`src/rtl/mif_pkg.sv`:
```
package mif_pkg;
  typedef enum logic [1:0] {
    MF_NONE  = 2'b00,
    MF_READ  = 2'b01,
    MF_WRITE = 2'b10,
    MF_WAIT  = 2'b11
  } mfunc_e;

  typedef enum logic [1:0] {
    SQ_IDLE = 2'b00,
    SQ_BUSY = 2'b01,
    SQ_DONE = 2'b10
  } sq_e;
endpackage

```
`src/rtl/mif_reg.sv`:
```
module mif_reg #(
  parameter int W       = 16,
  parameter bit HAS_ALT = 1'b0
) (
  input  logic         clk,
  input  logic         rst,
  input  logic         bus_ld,
  input  logic [W-1:0] bus_d,
  input  logic         alt_ld,
  input  logic [W-1:0] alt_d,
  output logic [W-1:0] q
);
  generate
    if (HAS_ALT) begin : g_alt
      always_ff @(posedge clk) begin
        if (rst)         q <= '0;
        else if (alt_ld) q <= alt_d;
        else if (bus_ld) q <= bus_d;
      end
    end else begin : g_plain
      logic unused_alt;
      assign unused_alt = alt_ld ^ (^alt_d);
      always_ff @(posedge clk) begin
        if (rst)         q <= '0;
        else if (bus_ld) q <= bus_d;
      end
    end
  endgenerate
endmodule

```
`src/rtl/mif_seq.sv`:
```
module mif_seq
  import mif_pkg::*;
(
  input  logic       clk,
  input  logic       rst,
  input  logic [1:0] func,
  input  logic       mem_ack,
  output logic       issue,
  output logic       issue_we,
  output logic       rd_land,
  output logic       mem_req,
  output logic       mem_we,
  output logic       stall,
  output logic       proto_err
);
  sq_e    state, state_nx;
  mfunc_e f;
  logic   is_rw, reject, is_wait;

  assign f        = mfunc_e'(func);
  assign is_rw    = (f == MF_READ) || (f == MF_WRITE);
  assign is_wait  = (f == MF_WAIT);
  assign issue    = is_rw && (state == SQ_IDLE);
  assign issue_we = (f == MF_WRITE);
  assign reject   = is_rw && (state != SQ_IDLE);
  assign mem_req  = (state == SQ_BUSY);
  assign stall    = is_wait && mem_req && !mem_ack;
  assign rd_land  = mem_req && mem_ack && !mem_we;

  always_comb begin
    state_nx = state;
    case (state)
      SQ_IDLE: if (issue) state_nx = SQ_BUSY;
      SQ_BUSY: if (mem_ack) state_nx = is_wait ? SQ_IDLE : SQ_DONE;
      SQ_DONE: if (is_wait) state_nx = SQ_IDLE;
      default: state_nx = SQ_IDLE;
    endcase
  end

  always_ff @(posedge clk) begin
    if (rst) begin
      state     <= SQ_IDLE;
      mem_we    <= 1'b0;
      proto_err <= 1'b0;
    end else begin
      state     <= state_nx;
      proto_err <= reject;
      if (issue) mem_we <= issue_we;
    end
  end

  // request held until acknowledged, dropped after
  a_r4_req_held: assert property (@(posedge clk) disable iff (rst)
    mem_req && !mem_ack |=> mem_req);
  a_r4_req_drop: assert property (@(posedge clk) disable iff (rst)
    mem_req && mem_ack |=> !mem_req);
  // a stalled cycle leaves the request pending
  a_r6_stall_pending: assert property (@(posedge clk) disable iff (rst)
    stall |=> mem_req);
  // command during pending request flags an error
  a_r7_reject_flag: assert property (@(posedge clk) disable iff (rst)
    mem_req && ((func == 2'b01) || (func == 2'b10)) |=> proto_err);
endmodule

```
`src/rtl/mem_bridge.sv`:
```
module mem_bridge #(
  parameter int AW = 16,
  parameter int DW = 16
) (
  input  logic          clk,
  input  logic          rst,
  input  logic [DW-1:0] bus_in,
  input  logic          mar_ld,
  input  logic          mbr_ld,
  input  logic          mbr_oe,
  output logic [DW-1:0] bus_out,
  input  logic [1:0]    mem_func,
  output logic          stall,
  output logic          proto_err,
  output logic          mem_req,
  output logic          mem_we,
  output logic [AW-1:0] mem_addr,
  output logic [DW-1:0] mem_wdata,
  input  logic          mem_ack,
  input  logic [DW-1:0] mem_rdata
);
  localparam int AW_USE = (AW < DW) ? AW : DW;

  logic [AW-1:0] mar_q;
  logic [DW-1:0] mbr_q;
  logic [AW-1:0] mar_d;
  logic          issue, issue_we, rd_land;

  always_comb begin
    mar_d = '0;
    mar_d[AW_USE-1:0] = bus_in[AW_USE-1:0];
  end

  mif_reg #(.W(AW), .HAS_ALT(1'b0)) u_mar (
    .clk(clk), .rst(rst), .bus_ld(mar_ld), .bus_d(mar_d),
    .alt_ld(1'b0), .alt_d('0), .q(mar_q)
  );

  mif_reg #(.W(DW), .HAS_ALT(1'b1)) u_mbr (
    .clk(clk), .rst(rst), .bus_ld(mbr_ld), .bus_d(bus_in),
    .alt_ld(rd_land), .alt_d(mem_rdata), .q(mbr_q)
  );

  mif_seq u_seq (
    .clk(clk), .rst(rst), .func(mem_func), .mem_ack(mem_ack),
    .issue(issue), .issue_we(issue_we), .rd_land(rd_land),
    .mem_req(mem_req), .mem_we(mem_we), .stall(stall),
    .proto_err(proto_err)
  );

  always_ff @(posedge clk) begin
    if (rst) begin
      mem_addr  <= '0;
      mem_wdata <= '0;
    end else if (issue) begin
      mem_addr  <= mar_q;
      mem_wdata <= mbr_q;
    end
  end

  assign bus_out = mbr_oe ? mbr_q : '0;

  logic unused_we;
  assign unused_we = issue_we;

  // request fields frozen while pending
  a_r4_fields_stable: assert property (@(posedge clk) disable iff (rst)
    mem_req && !mem_ack |=> $stable(mem_addr) && $stable(mem_wdata) && $stable(mem_we));
  // acknowledged read data lands in the buffer register
  a_r5_read_lands: assert property (@(posedge clk) disable iff (rst)
    mem_req && mem_ack && !mem_we |=> mbr_q == $past(mem_rdata));
  // accepted command raises the request with the captured address
  a_r3_issue_req: assert property (@(posedge clk) disable iff (rst)
    !mem_req && !proto_err && issue |=> mem_req && (mem_addr == $past(mar_q)));
endmodule

```
`config.mk`:
```
export PLATFORM = sky130hd
export DESIGN_NAME = mem_bridge
export DESIGN_NICKNAME = d
export VERILOG_FILES = /design/src/rtl/mif_pkg.sv /design/src/rtl/mif_reg.sv /design/src/rtl/mif_seq.sv /design/src/rtl/mem_bridge.sv
export SDC_FILE = /design/constraint.sdc
export NUM_CORES = 1
export LEC_CHECK = 0
export BUFFER_PORTS_ARGS = -buffer_cell sky130_fd_sc_hd__buf_2
export CAP_MARGIN = 20
export CORE_MARGIN = 3
export CORE_UTILIZATION = 50
export CTS_BUF_LIST = sky130_fd_sc_hd__clkbuf_4 sky130_fd_sc_hd__clkbuf_8
export DETAILED_ROUTE_END_ITERATION = 12
export PLACE_DENSITY = 0.83
export SLEW_MARGIN = 20
export SYNTH_ARGS = -nofsm -noshare
export SYNTH_HDL_FRONTEND = slang
export SYNTH_SLANG_ARGS = --single-unit
```
`constraint.sdc`:
```
create_clock -name clk -period 1.8 [get_ports clk]
set_clock_uncertainty 0.2 [all_clocks]
set_input_delay 0.09 -clock clk [delete_from_list [all_inputs] [get_ports clk]]
set_output_delay 0.09 -clock clk [all_outputs]
set_load 0.005 [all_outputs]
```
**Word level (Yosys, flattened, before mapping)**

Cells that the tools add are included.

- Mux-type cells: 8
- Eq/ne operators: 8
- Reductions and logical operators: 13

Operators with widths:

| operator | number |
|---|---|
| $mux W16 | 3 |
| $mux W2 | 4 |
| $eq A2 B2 Y1 const B | 3 |
| $logic_and A1 B1 Y1 | 6 |
| $pmux W2 S3 | 1 |
| $eq A2 B1 Y1 const B | 2 |
| $ne A2 B2 Y1 const B | 2 |
| $reduce_bool A2 Y1 | 2 |
| $reduce_and A3 Y1 | 1 |
| $logic_not A1 Y1 | 2 |
| $logic_not A2 Y1 | 1 |
| $ne A2 B1 Y1 const B | 1 |
| $logic_or A1 B1 Y1 | 1 |

- Input port bits: 40
- Word-level logic and storage cells: 36
- Output and inout port bits: 52
- Flip-flop bits (word level): 68

**Depth between registers and ports, before layout**

Gate-level depths: netlist of the first run.

- Depth in word-level cells: 5
- Depth in mapped cells: 7
- Gate-level depth less buffers: 5

**Hierarchy**

From an unflattened synthesis of the first run, not the netlist that was laid out.

- Cells, all modules: 265
- Area, all modules: 2881.5 um^2

Modules (own cells, without submodules):

| module | seq. area each (um^2) | area each (um^2) | cells an instance | times used |
|---|---|---|---|---|
| mem_bridge | 640.6 | 1290.0 | 121 | 1 |
| mif_reg (u_mbr) | 320.3 | 805.8 | 71 | 1 |
| mif_reg (u_mar) | 320.3 | 580.6 | 52 | 1 |
| mif_seq | 80.1 | 205.2 | 21 | 1 |

**Worst setup path before layout of the first run**

Ideal clock, no wire load.

- Path kind: input port to flip-flop
- From: input port mem_func[0]
- To: register mem_wdata[4]
- Arrival: 1120 ps
- Buffers on the path: 2
- Setup slack: 346 ps
- Required time: 1466 ps
- Setup time: 134 ps
- Stages on the path: 7
- Path through: inv_1 -> ha_1 -> or3_1 -> buf_2 -> buf_6 -> nand2_1 -> a21oi_1

- Cells in the longest elaborated chain, start to end: 3
- Elaborated cells on any way between the ends: 4
- Those cells by class: 2 x eq/ne; 2 x reduce/logical

Ends and longest elaborated chain:

| item | line | text |
|---|---|---|
| start: declaration | mem_bridge.sv:12 | `input logic [1:0] mem_func,` |
| $eq A2 B1 Y1 or $eq A2 B2 Y1 (tied branches) | mif_seq.sv:21 | `assign is_rw = (f == MF_READ) \|\| (f == MF_WRITE);` |
| $logic_or A1 B1 Y1 * | mif_seq.sv:21 |  |
| $logic_and A1 B1 Y1 * | mif_seq.sv:23 | `assign issue = is_rw && (state == SQ_IDLE);` |
| end signal: assignment | mem_bridge.sv:57 | `mem_wdata <= mbr_q;` |
| end: declaration | mem_bridge.sv:18 | `output logic [DW-1:0] mem_wdata,` |

Mark *: on every way between the ends. The rest lies on a longest branch, timed or not.
A chain may end at the register's enable or synchronous reset.

**Worst setup path after layout of the first run**

- From: input port rst
- To: register u_seq.state[1]

RTL lines:

| item | line | text |
|---|---|---|
| start: declaration | mem_bridge.sv:6 | `input logic rst,` |
| end signal: assignment | mif_seq.sv:46 | `state <= state_nx;` |
| end: declaration | mif_seq.sv:16 | `sq_e state, state_nx;` |

No word-level cell between the ends.

==> results of run 1 <==
==> repair_timing <==
item                                    CTS  global route
resized for setup                         0             3
hold endpoints to repair                 41             0
hold buffers                             42             0
endpoints found under the setup margin    0            28
==> per-stage QoR <==
stage                     setup slack (ns)  cell area (um^2)  cells
after floorplan                      0.346              2680    303
after global placement               0.224              3180    445
after detailed placement             0.174              3180    445
after CTS                          0.00731              3780    501
after global routing                0.0163              3800    501
final                               0.0451              3800    501
==> worst max-delay path, stage by stage <==
cell and delay [ns]:
dlygate4sd3_1 0.52, buf_2 0.31, buf_4 0.23, nor3_1 0.06, dlygate4sd3_1 0.55
==> report_power, final <==
group	switching (W)	leakage, nW	total (W)	internal (W)
logic	0.000279	1.12	0.000552	0.000272
clock network	0.000523	0.0959	0.00117	0.000651
registers	0.0000628	0.558	0.00167	0.00160
total	0.000865	1.78	0.00339	0.00253
==> routing by layer <==
metal	up-vias	share of wire (%)	track usage, %
met5	-	0	0
met4	0	2.0	8.76
met3	11	6.0	6.12
met2	97	51	42.8
met1	1194	41	27.8
li1	1252	-	-
==> sequential cells by signal (all words and copies together), names as in the netlist <==
| name | count |
|---|---|
| mem_addr | 16 |
| mem_wdata | 16 |
| u_mar.q | 16 |
| u_mbr.q | 16 |
| u_seq.mem_we | 1 |
| u_seq.proto_err | 1 |
| u_seq.state | 2 |
==> cells in the mapped netlist <==
cell type   n
buf_6       3
a21oi_1    34
ha_1        2
a211oi_1   16
inv_1       2
nor3_1      2
buf_4       3
nor2b_1     2
nand2b_1    1
clkbuf_4    1
and2_1     16
nor2_1     34
nand4bb_1   1
nor3_2      1
nand2_1    66
buf_1       1
clkbuf_1    7
buf_2       9
a21oi_2     1
dfxtp_1    68
mux2i_1    32
or3_1       1
==> how the worst max path moves through the flow <==
stage                     start        endpoint  slack [ns]  cells past startpoint
detailed placement  mem_func[0]    mem_wdata[4]        0.17                      7
finish                      rst  u_seq.state[1]        0.05                      5
CTS                 mem_func[1]    mem_wdata[4]       0.007                      7
global placement    mem_func[0]     mem_addr[1]        0.22                      7
floorplan           mem_func[0]    mem_wdata[4]        0.35                      7
global route                rst  u_seq.state[1]        0.02                      5
==> area by class of cell <==
type	count	share of cell area [%]
Inverter	2	0.198
Tap cell	70	2.31
Clock inverter	3	1.05
Sequential cell	68	35.9
Multi-Input combinational cell	209	31.5
Timing Repair Buffer	138	25.4
Clock buffer	11	3.66
==> cell families after synthesis <==
family	Yosys count	share of synthesized area [%]
compound gates	51	11.1
fa+ha+maj	2	0.932
buf+inv	26	5.45
flops	68	50.7
mux	32	11.9
simple gates	124	19.8
==> impl_results.md, run 1 <==
* Initial antenna violation count at 0
* Layout cells sized above 1 at 26.5%
* Worst slew pin tran at 0.545 ns
* Area Growth Syn to Fin at 41.5%
* Largest net degree at the start of global routing at 39
* Sequential fraction of the synthesis area at 50.7%
* Post-DP HPWL at 4450 um
* Max-slew violation count at 0
* Avg Cell Area, Syn at 8.86 um^2
* WHS Path Cells at 5
* P per Cell Area at 893 mW/mm^2
* CTS buffer count at 9
* Filler cell count at 396
* Cell variety after synth at 22
* Iteration count of the initial detailed-routing pass at 4
* Hold_ws at 0.0248 ns
* Setup violations, final at 0
* Final Wtd Congestion at 0.794
* Clk slew on worst S/H paths at 0.07 ns
* Max Root-Sink Buffers at 2
* CP endpoint kind: flop
* Leak at 1.78 nW
* Core area at 0.00514 mm^2
* Reg area at 0.00136 mm^2
* Syn Nets at 345
* Diodes inserted at 0
* Vias per inst at 5.10
* CTS tree: done
* Final min period at 1.75 ns
* DRC errors left at 0
* Highest Clock Rate at 570 MHz
* Die area at 0.00628 mm^2
* Worst reg2reg path endpoint: u_seq.state[1]
* Number of max-cap violations at 0
* Most common cell after layout, fill and taps aside: buf_2
* Yosys warnings at 0
* Hold_sp: mem_func[0]
* Setup TNS at 0 ns
* Routed Wire Length at 7530 um
* Rows at 26
* Total power at 0.00339 W
* Most frequent cells in the layout: 91 x buf_2, 67 x dfxtp_1, 66 x nand2_1
* CTS root buf: clkbuf_8
* H-tree levels at 3
* Postcts setup bufs at 0
* Grt ovf at 0
* Final Hold Viols at 0
* Fin crit share at 97.5%
* First-pass GRT wire length at 11600 um
* Utilization after layout at 73.9%
* Hold Path End: u_seq.mem_we
* Critical Path RT at 1.82 ns
* R2R setup slack at 0.06 ns
* Slew headroom at 63.7%
* CP Class: input pin to flop
* VDD IR max at 511 uV
* Buffers on Ports at 91
* Worst min path class: input pin to flop
* R2R depth at 4
* Reg-to-reg startpoint: u_seq.state[0]
* Startpoint types: input pin
* Status: finished clean
* Post-Syn Area at 0.00268 mm^2
* Die Y at 79.3 um
* Layout Nets at 470
* Area used by multi-input combinational logic at 0.00119 mm^2
* Max FO, Critical Path at 15
* Synth Instances at 303
* Most area-consuming cells after synthesis: dfxtp_1 51%, mux2i_1 12%, nand2_1 9.2%
* Dominant cell type by area after synthesis: dfxtp_1
* Register bit total from synthesis at 68
* Total number of vias at 2554
* Clk sinks at 68
* Initial Util at 52.2%
* Post-route ant nets at 0
* Total GRT Usage at 24.1%
* Post-synth top area share at 50.7%
* Die width at 79.3 um
* Clock Latency Late Sink at 0.33 ns
* RSZ-0062 raised after global routing: no
* IO Pins at 92
* Arr. time, crit path at 1.77 ns
* Vias in the first global route at 2411
* DR WL/cell at 15.0 um
* 1st-iter DRT viols at 118
Note: power is estimated with default switching activity, not from simulation.
==> run 2, diff against run 1 <==
- CORE_UTILIZATION: 50 -> 40
- PLACE_DENSITY: 0.83 -> 0.69
- SETUP_SLACK_MARGIN: default -> 0.1
- SLEW_MARGIN: 20 -> 15
==> run 2 against run 1 <==
Sequential power about the same. Critical path depth unchanged. Hold slack got worse by 0.0028 ns. Sequential share of layout area increased by 0.55 points. Design area decreased by 1.5%.
==> impl_results.md, run 2 (synthesis gave the netlist of run 1 again) <==
* Status: finished clean (unchanged)
* IO Pins at 92 (unchanged)
* P_int at 0.00251 W (was 0.00253 W)
* Highest Clock Rate at 615 MHz (was 570 MHz)
* Slew headroom at 65.2% (was 63.7%)
* Final Hold Viols at 0 (unchanged)
* Clk sinks at 68 (unchanged)
* Largest net degree at the start of global routing at 69 (was 39)
* Worst slew pin tran at 0.522 ns (was 0.545 ns)
* Critical Path RT at 1.86 ns (was 1.82 ns)
* Switching power at 0.000879 W (was 0.000865 W)
* Buffers & Inverters on Critical Path at 3 (was 4)
* Worst min path class: input pin to flop (unchanged)
* 1st-iter DRT viols at 74 (was 118)
* Sequential share of power at 49.1% (about the same)
* Crit-path cells: buf_2 > dlygate4sd3_1 > ha_1 > dlygate4sd3_1 > nor3_1 (was dlygate4sd3_1 > buf_2 > buf_4 > nor3_1 > dlygate4sd3_1)
* Number of max-cap violations at 0 (unchanged)
* Clk slew on worst S/H paths at 0.07 ns (about the same)
* Vias in the first global route at 2396 (was 2411)
* Worst path slowest cell: dlygate4sd3_1 (unchanged)
* Final Wtd Congestion at 0.876 (was 0.794)
* Leak at 1.74 nW (was 1.78 nW)
* Total number of vias at 2463 (was 2554)
* VDD IR max at 514 uV (was 511 uV)
* Core area at 0.00642 mm^2 (was 0.00514 mm^2)
* Post-route ant nets at 0 (unchanged)
* WHS Path Cells at 3 (was 5)
* Die Y at 87.9 um (was 79.3 um)
* RSZ-0062 raised after global routing: no (unchanged)
* Crit path max-delay family: buffers and inverters (unchanged)
* Iteration count of the initial detailed-routing pass at 4 (unchanged)
* Total GRT Usage at 19.0% (was 24.1%)
* Setup TNS at 0 ns (unchanged)
* Most frequent cells in the layout: 91 x buf_2, 67 x dfxtp_1, 66 x nand2_1 (unchanged)
* CP Class: input pin to flop (unchanged)
* Area Growth Syn to Fin at 39.3% (was 41.5%)
* Post-DP HPWL at 4360 um (was 4450 um)
* Gate power share at 15.7% (was 16.3%)
* R2R depth at 4 (unchanged)
* Buffers on Ports at 91 (unchanged)
* Layout cells sized above 1 at 26.5% (about the same)
* Max FO, Critical Path at 2 (was 15)
* Postcts setup bufs at 0 (unchanged)
* P per Cell Area at 905 mW/mm^2 (was 893 mW/mm^2)
* Worst path depth at 5 (unchanged)
* Clock power frac at 35.2% (was 34.6%)
* Clock Latency Late Sink at 0.34 ns (was 0.33 ns)
* Critical Path Most Common Cell: dlygate4sd3_1 (unchanged)
* Routed Wire Length at 7040 um (was 7530 um)
* Final min period at 1.63 ns (was 1.75 ns)
* Initial antenna violation count at 0 (unchanged)
* Initial Util at 41.8% (was 52.2%)
* Arr. time, crit path at 1.68 ns (was 1.77 ns)
* Rows at 29 (was 26)
* Setup violations, final at 0 (unchanged)
* Diodes inserted at 0 (unchanged)
* CTS buffer count at 9 (unchanged)
* CTS root buf: clkbuf_8 (unchanged)
* Layout Nets at 464 (was 470)
* CP endpoint kind: flop (unchanged)
* Die area at 0.00773 mm^2 (was 0.00628 mm^2)
* Max-slew violation count at 0 (unchanged)
* H-tree levels at 3 (unchanged)
* Grt ovf at 0 (unchanged)
* Slowest stage delay, CP at 0.56 ns (was 0.55 ns)
* Fin crit share at 90.3% (was 97.5%)
* DR WL/cell at 14.0 um (was 15.0 um)
* Vias per inst at 4.90 (was 5.10)
* DRC errors left at 0 (unchanged)
* Most common cell after layout, fill and taps aside: buf_2 (unchanged)
* Total power at 0.00338 W (was 0.00339 W)
* First-pass GRT wire length at 11300 um (was 11600 um)
* Max Root-Sink Buffers at 2 (unchanged)
* CTS tree: done (unchanged)
* Startpoint types: input pin (unchanged)
* Sw Ratio at 26.0% (was 25.5%)
* Die width at 87.9 um (was 79.3 um)
[run 2: cell types whose count changed in the layout (fill, tap and decap cells not counted)]
| cell | delta |
|---|---|
| buf_4 | -1 |
| clkbuf_4 | -1 |
| clkinv_2 | +1 |
| clkinv_4 | +1 |
| dlygate4sd3_1 | -4 |
| dlymetal6s4s_1 | -1 |
| ha_1 | +1 |
| ha_4 | -1 |
[run 2: per-stage QoR]
step / instance area [um^2] / setup slack [ns] / hold WS, ns / instances / util, %
5_1_grt: 3740 / 0.134 / 0.0222 / 503 / 58.2
2_1_floorplan: 2680 / 0.346 / 0.0372 / 303 / -
4_1_cts: 3740 / 0.131 / 0.00429 / 503 / 58.2
3_3_place_gp: 3180 / 0.226 / 0.145 / 451 / 49.6
6_report: 3740 / 0.175 / 0.0220 / 503 / 58.2
3_5_place_dp: 3180 / 0.179 / 0.148 / 451 / 49.6
[run 2: what timing repair did]
| item | CTS | global route |
|---|---|---|
| endpoints found under the setup margin | 0 | 1 |
| hold buffers | 37 | 0 |
| resized for setup | 0 | 1 |
| hold endpoints to repair | 36 | 0 |
[run 2: final cells by class]
cell class              instances  area, um^2
inverters                       2        7.51
well taps                      77        96.3
multi-input cells             209        1180
clock inverters                 5        53.8
fillers                       573        2680
clock buffers                  10         131
flip-flops and latches         68        1360
repair buffers                132         906
[run 2: layer usage]
metal  wire length (um)  track usage (%)  share of wire [%]  up-vias
li1                   -                -                  -     1244
met1               2990             22.0                 42     1121
met2               3430             32.4                 49       90
met3                552             7.71                7.8        8
met4                 68             5.16               0.97        0
met5                  0                0                  0        -
[run 2: path summary, 6_finish.rpt]
| path | from | endpoint | slack [ns] |
|---|---|---|---|
| setup reg to reg | u_seq.state[1] | mem_wdata[15] | 0.32 |
| hold / removal | rst | u_mar.q[8] | 0.02 |
| hold reg to reg | mem_addr[15] | mem_addr[15] | 0.25 |
| setup / recovery | mem_func[0] | u_seq.state[1] | 0.17 |
[run 2: worst register-to-register path, delay by kind of cell, from the launching register on]
family / cells / cell delay (ns)
buffers and inverters: 1 / 0.19
DFF: 1 / 0.37
and+or+nand+nor: 2 / 0.54
AOI/OAI and AO/OA: 1 / 0.06
[run 2: power groups by stage]
stage	Combinational, W	Clock (W)	Sequential [W]
3_5_place_dp	0.000464	0	0.00170
5_1_grt	0.000586	0.00129	0.00168
3_3_place_gp	0.000455	0	0.00169
2_1_floorplan	0.000289	0	0.00168
4_1_cts	0.000528	0.00123	0.00166
6_report	0.000530	0.00119	0.00166
==> run 3, diff against run 2 <==
- PLACE_DENSITY: 0.69 -> 0.68
- SYNTH_HIERARCHICAL: default -> 1
==> run 3 against run 2 <==
Combinational power grew 19%. Sequential share of layout area shrank 1.9 points. Via count shrank 5.1%. Global-route usage shrank 1.3 points. Sequential power is essentially flat. Critical path type is now flop to flop. Critical endpoint is now mem_addr[7].
==> impl_results.md, run 3 <==
* Worst min path class: input pin to flop (unchanged)
* Placement Setup Slack at 0.103 ns (was 0.179 ns)
* Post-route ant nets at 0 (unchanged)
* CTS root buf: clkbuf_8 (unchanged)
* Iteration count of the initial detailed-routing pass at 4 (unchanged)
* Post-Syn Area at 0.00288 mm^2 (was 0.00268 mm^2)
* Final min period at 1.64 ns (was 1.63 ns)
* Area Growth Syn to Fin at 37.0% (was 39.3%)
* CTS tree: done (unchanged)
* H-tree levels at 3 (unchanged)
* CP endpoint kind: flop (unchanged)
* Switching power at 0.000873 W (was 0.000879 W)
* Slew headroom at 64.5% (was 65.2%)
* DR WL/cell at 14.6 um (was 14.0 um)
* Most frequent cells in the layout: 91 x buf_2, 68 x dfxtp_1, 64 x mux2i_1 (was 91 x buf_2, 67 x dfxtp_1, 66 x nand2_1)
* Max FO, Critical Path at 16 (was 2)
* Fin crit share at 91.1% (was 90.3%)
* Worst Slack Setup Final at 0.160 ns (was 0.175 ns)
* Setup violations, final at 0 (unchanged)
* Yosys warnings at 6 (was 0)
* Setup TNS at 0 ns (unchanged)
* Routed Wire Length at 7300 um (was 7040 um)
* Gate power share at 18.8% (was 15.7%)
* Grt ovf at 0 (unchanged)
* Synth Instances at 264 (was 303)
* Rows at 30 (was 29)
* CTS buffer count at 9 (unchanged)
* First-pass GRT wire length at 11500 um (was 11300 um)
* Post-route cell area at 0.00394 mm^2 (was 0.00374 mm^2)
* Number of max-cap violations at 0 (unchanged)
* Syn Nets at 306 (was 345)
* Critical Path RT at 1.81 ns (was 1.86 ns)
* P per Cell Area at 850 mW/mm^2 (was 905 mW/mm^2)
* Placed Area at 0.00332 mm^2 (was 0.00318 mm^2)
* Total GRT Usage at 17.7% (was 19.0%)
* Max-slew violation count at 0 (unchanged)
* VDD IR max at 661 uV (was 514 uV)
* Highest Clock Rate at 610 MHz (was 615 MHz)
* IO Pins at 92 (unchanged)
* Die area at 0.00825 mm^2 (was 0.00773 mm^2)
* Buffers on Ports at 91 (unchanged)
* RSZ-0062 raised after global routing: no (unchanged)
* Layout cells sized above 1 at 32.8% (was 26.5%)
* 1st-iter DRT viols at 50 (was 74)
* Slowest stage delay, CP at 0.32 ns (was 0.56 ns)
* Crit-path cells: buf_4 > nor3_4 > buf_4 > buf_8 > mux2i_1 > nor2_1 (was buf_2 > dlygate4sd3_1 > ha_1 > dlygate4sd3_1 > nor3_1)
* Clk slew on worst S/H paths at 0.07 ns (about the same)
* Total number of vias at 2337 (was 2463)
* Most common cell after layout, fill and taps aside: buf_2 (unchanged)
* Max Root-Sink Buffers at 2 (unchanged)
* Sequential share of power at 49.8% (was 49.1%)
* Avg Cell Area, Syn at 10.9 um^2 (was 8.86 um^2)
* Arr. time, crit path at 1.65 ns (was 1.68 ns)
* DRC errors left at 0 (unchanged)
* Startpoint types: flop (was input pin)
* Status: finished clean (unchanged)
* Clock power frac at 31.4% (was 35.2%)
* Clock Latency Late Sink at 0.33 ns (was 0.34 ns)
* Final Wtd Congestion at 0.735 (was 0.876)
* Worst path slowest cell: dfxtp_1 (was dlygate4sd3_1)
* P_int at 0.00248 W (was 0.00251 W)
* CP Class: flop to flop (was input pin to flop)
* Initial Util at 41.9% (was 41.8%)
* Post-DP HPWL at 4650 um (was 4360 um)
* Die Y at 90.8 um (was 87.9 um)
* Vias per inst at 4.68 (was 4.90)
* Critical Path Most Common Cell: buf_4 (was dlygate4sd3_1)
* Final Hold Viols at 0 (unchanged)
* Leak at 1.89 nW (was 1.74 nW)
* Clk sinks at 68 (unchanged)
* Layout Nets at 441 (was 464)
* Initial antenna violation count at 0 (unchanged)
* Sw Ratio at 26.1% (was 26.0%)
* Core area at 0.00687 mm^2 (was 0.00642 mm^2)
* Worst slew pin tran at 0.532 ns (was 0.522 ns)
* Largest net degree at the start of global routing at 35 (was 69)
* Vias in the first global route at 2334 (was 2396)
* Die width at 90.8 um (was 87.9 um)
[run 3: power groups by stage]
| stage | Combinational [W] | Clock (W) | Sequential, W |
|---|---|---|---|
| final | 0.000629 | 0.00105 | 0.00167 |
| after global routing | 0.000688 | 0.00116 | 0.00168 |
| after CTS | 0.000590 | 0.00110 | 0.00167 |
| after detailed placement | 0.000515 | 0 | 0.00170 |
| after global placement | 0.000508 | 0 | 0.00170 |
| after floorplan | 0.000379 | 0 | 0.00169 |
[run 3: through the flow]
stage | cells | total power (W) | util, % | hold slack, ns
floorplan | 264 | 0.00207 | - | -0.0409
global placement | 439 | 0.00220 | 48.3 | 0.112
detailed placement | 439 | 0.00221 | 48.3 | 0.112
CTS | 494 | 0.00336 | 56.5 | 0.0426
global route | 498 | 0.00353 | 57.3 | 0.0847
finish | 499 | 0.00335 | 57.4 | 0.0733
[run 3: path summary, 6_finish.rpt]
check / start / endpoint / slack, ns / depth (start not counted)
setup / recovery: u_seq/state[1] / mem_addr[7] / 0.16 / 6
hold / removal: mem_func[1] / u_seq/mem_we / 0.07 / 4
setup reg to reg: u_seq/state[1] / mem_addr[7] / 0.16 / 6
hold reg to reg: mem_addr[1] / mem_addr[1] / 0.29 / 2
[run 3: layer usage]
layer / up-vias / global-route usage (%) / share of wire, %
met5: - / 0 / 0
met4: 0 / 8.54 / 2.3
met2: 65 / 28.2 / 47
li1: 1166 / - / -
met1: 1093 / 22.5 / 46
met3: 13 / 4.25 / 4.6
[run 3: worst max-delay path: cells and delay by family (launching register included)]
| kind | cells | cell delay (ns) |
|---|---|---|
| AND/OR/NAND/NOR | 2 | 0.24 |
| buffers and inverters | 3 | 0.54 |
| flip-flops | 1 | 0.32 |
| multiplexers | 1 | 0.20 |
[run 3: layout make-up]
cell class              count  area [um^2]
diodes                      1         2.50
flip-flops and latches     68         1360
well taps                  96          120
repair buffers            142          960
clock buffers              11          145
fillers                   635         2930
clock inverters             3         15.0
inverters                   2         11.3
multi-input cells         176         1330
[run 3: timing repair]
item / CTS / global route
resized for setup: 1 / 4
setup buffers: 4 / 2
pin swaps: 0 / 1
gates cloned: 0 / 2
hold buffers: 37 / 0
endpoints found under the setup margin: 1 / 5
endpoints found under the hold margin: 35 / 0
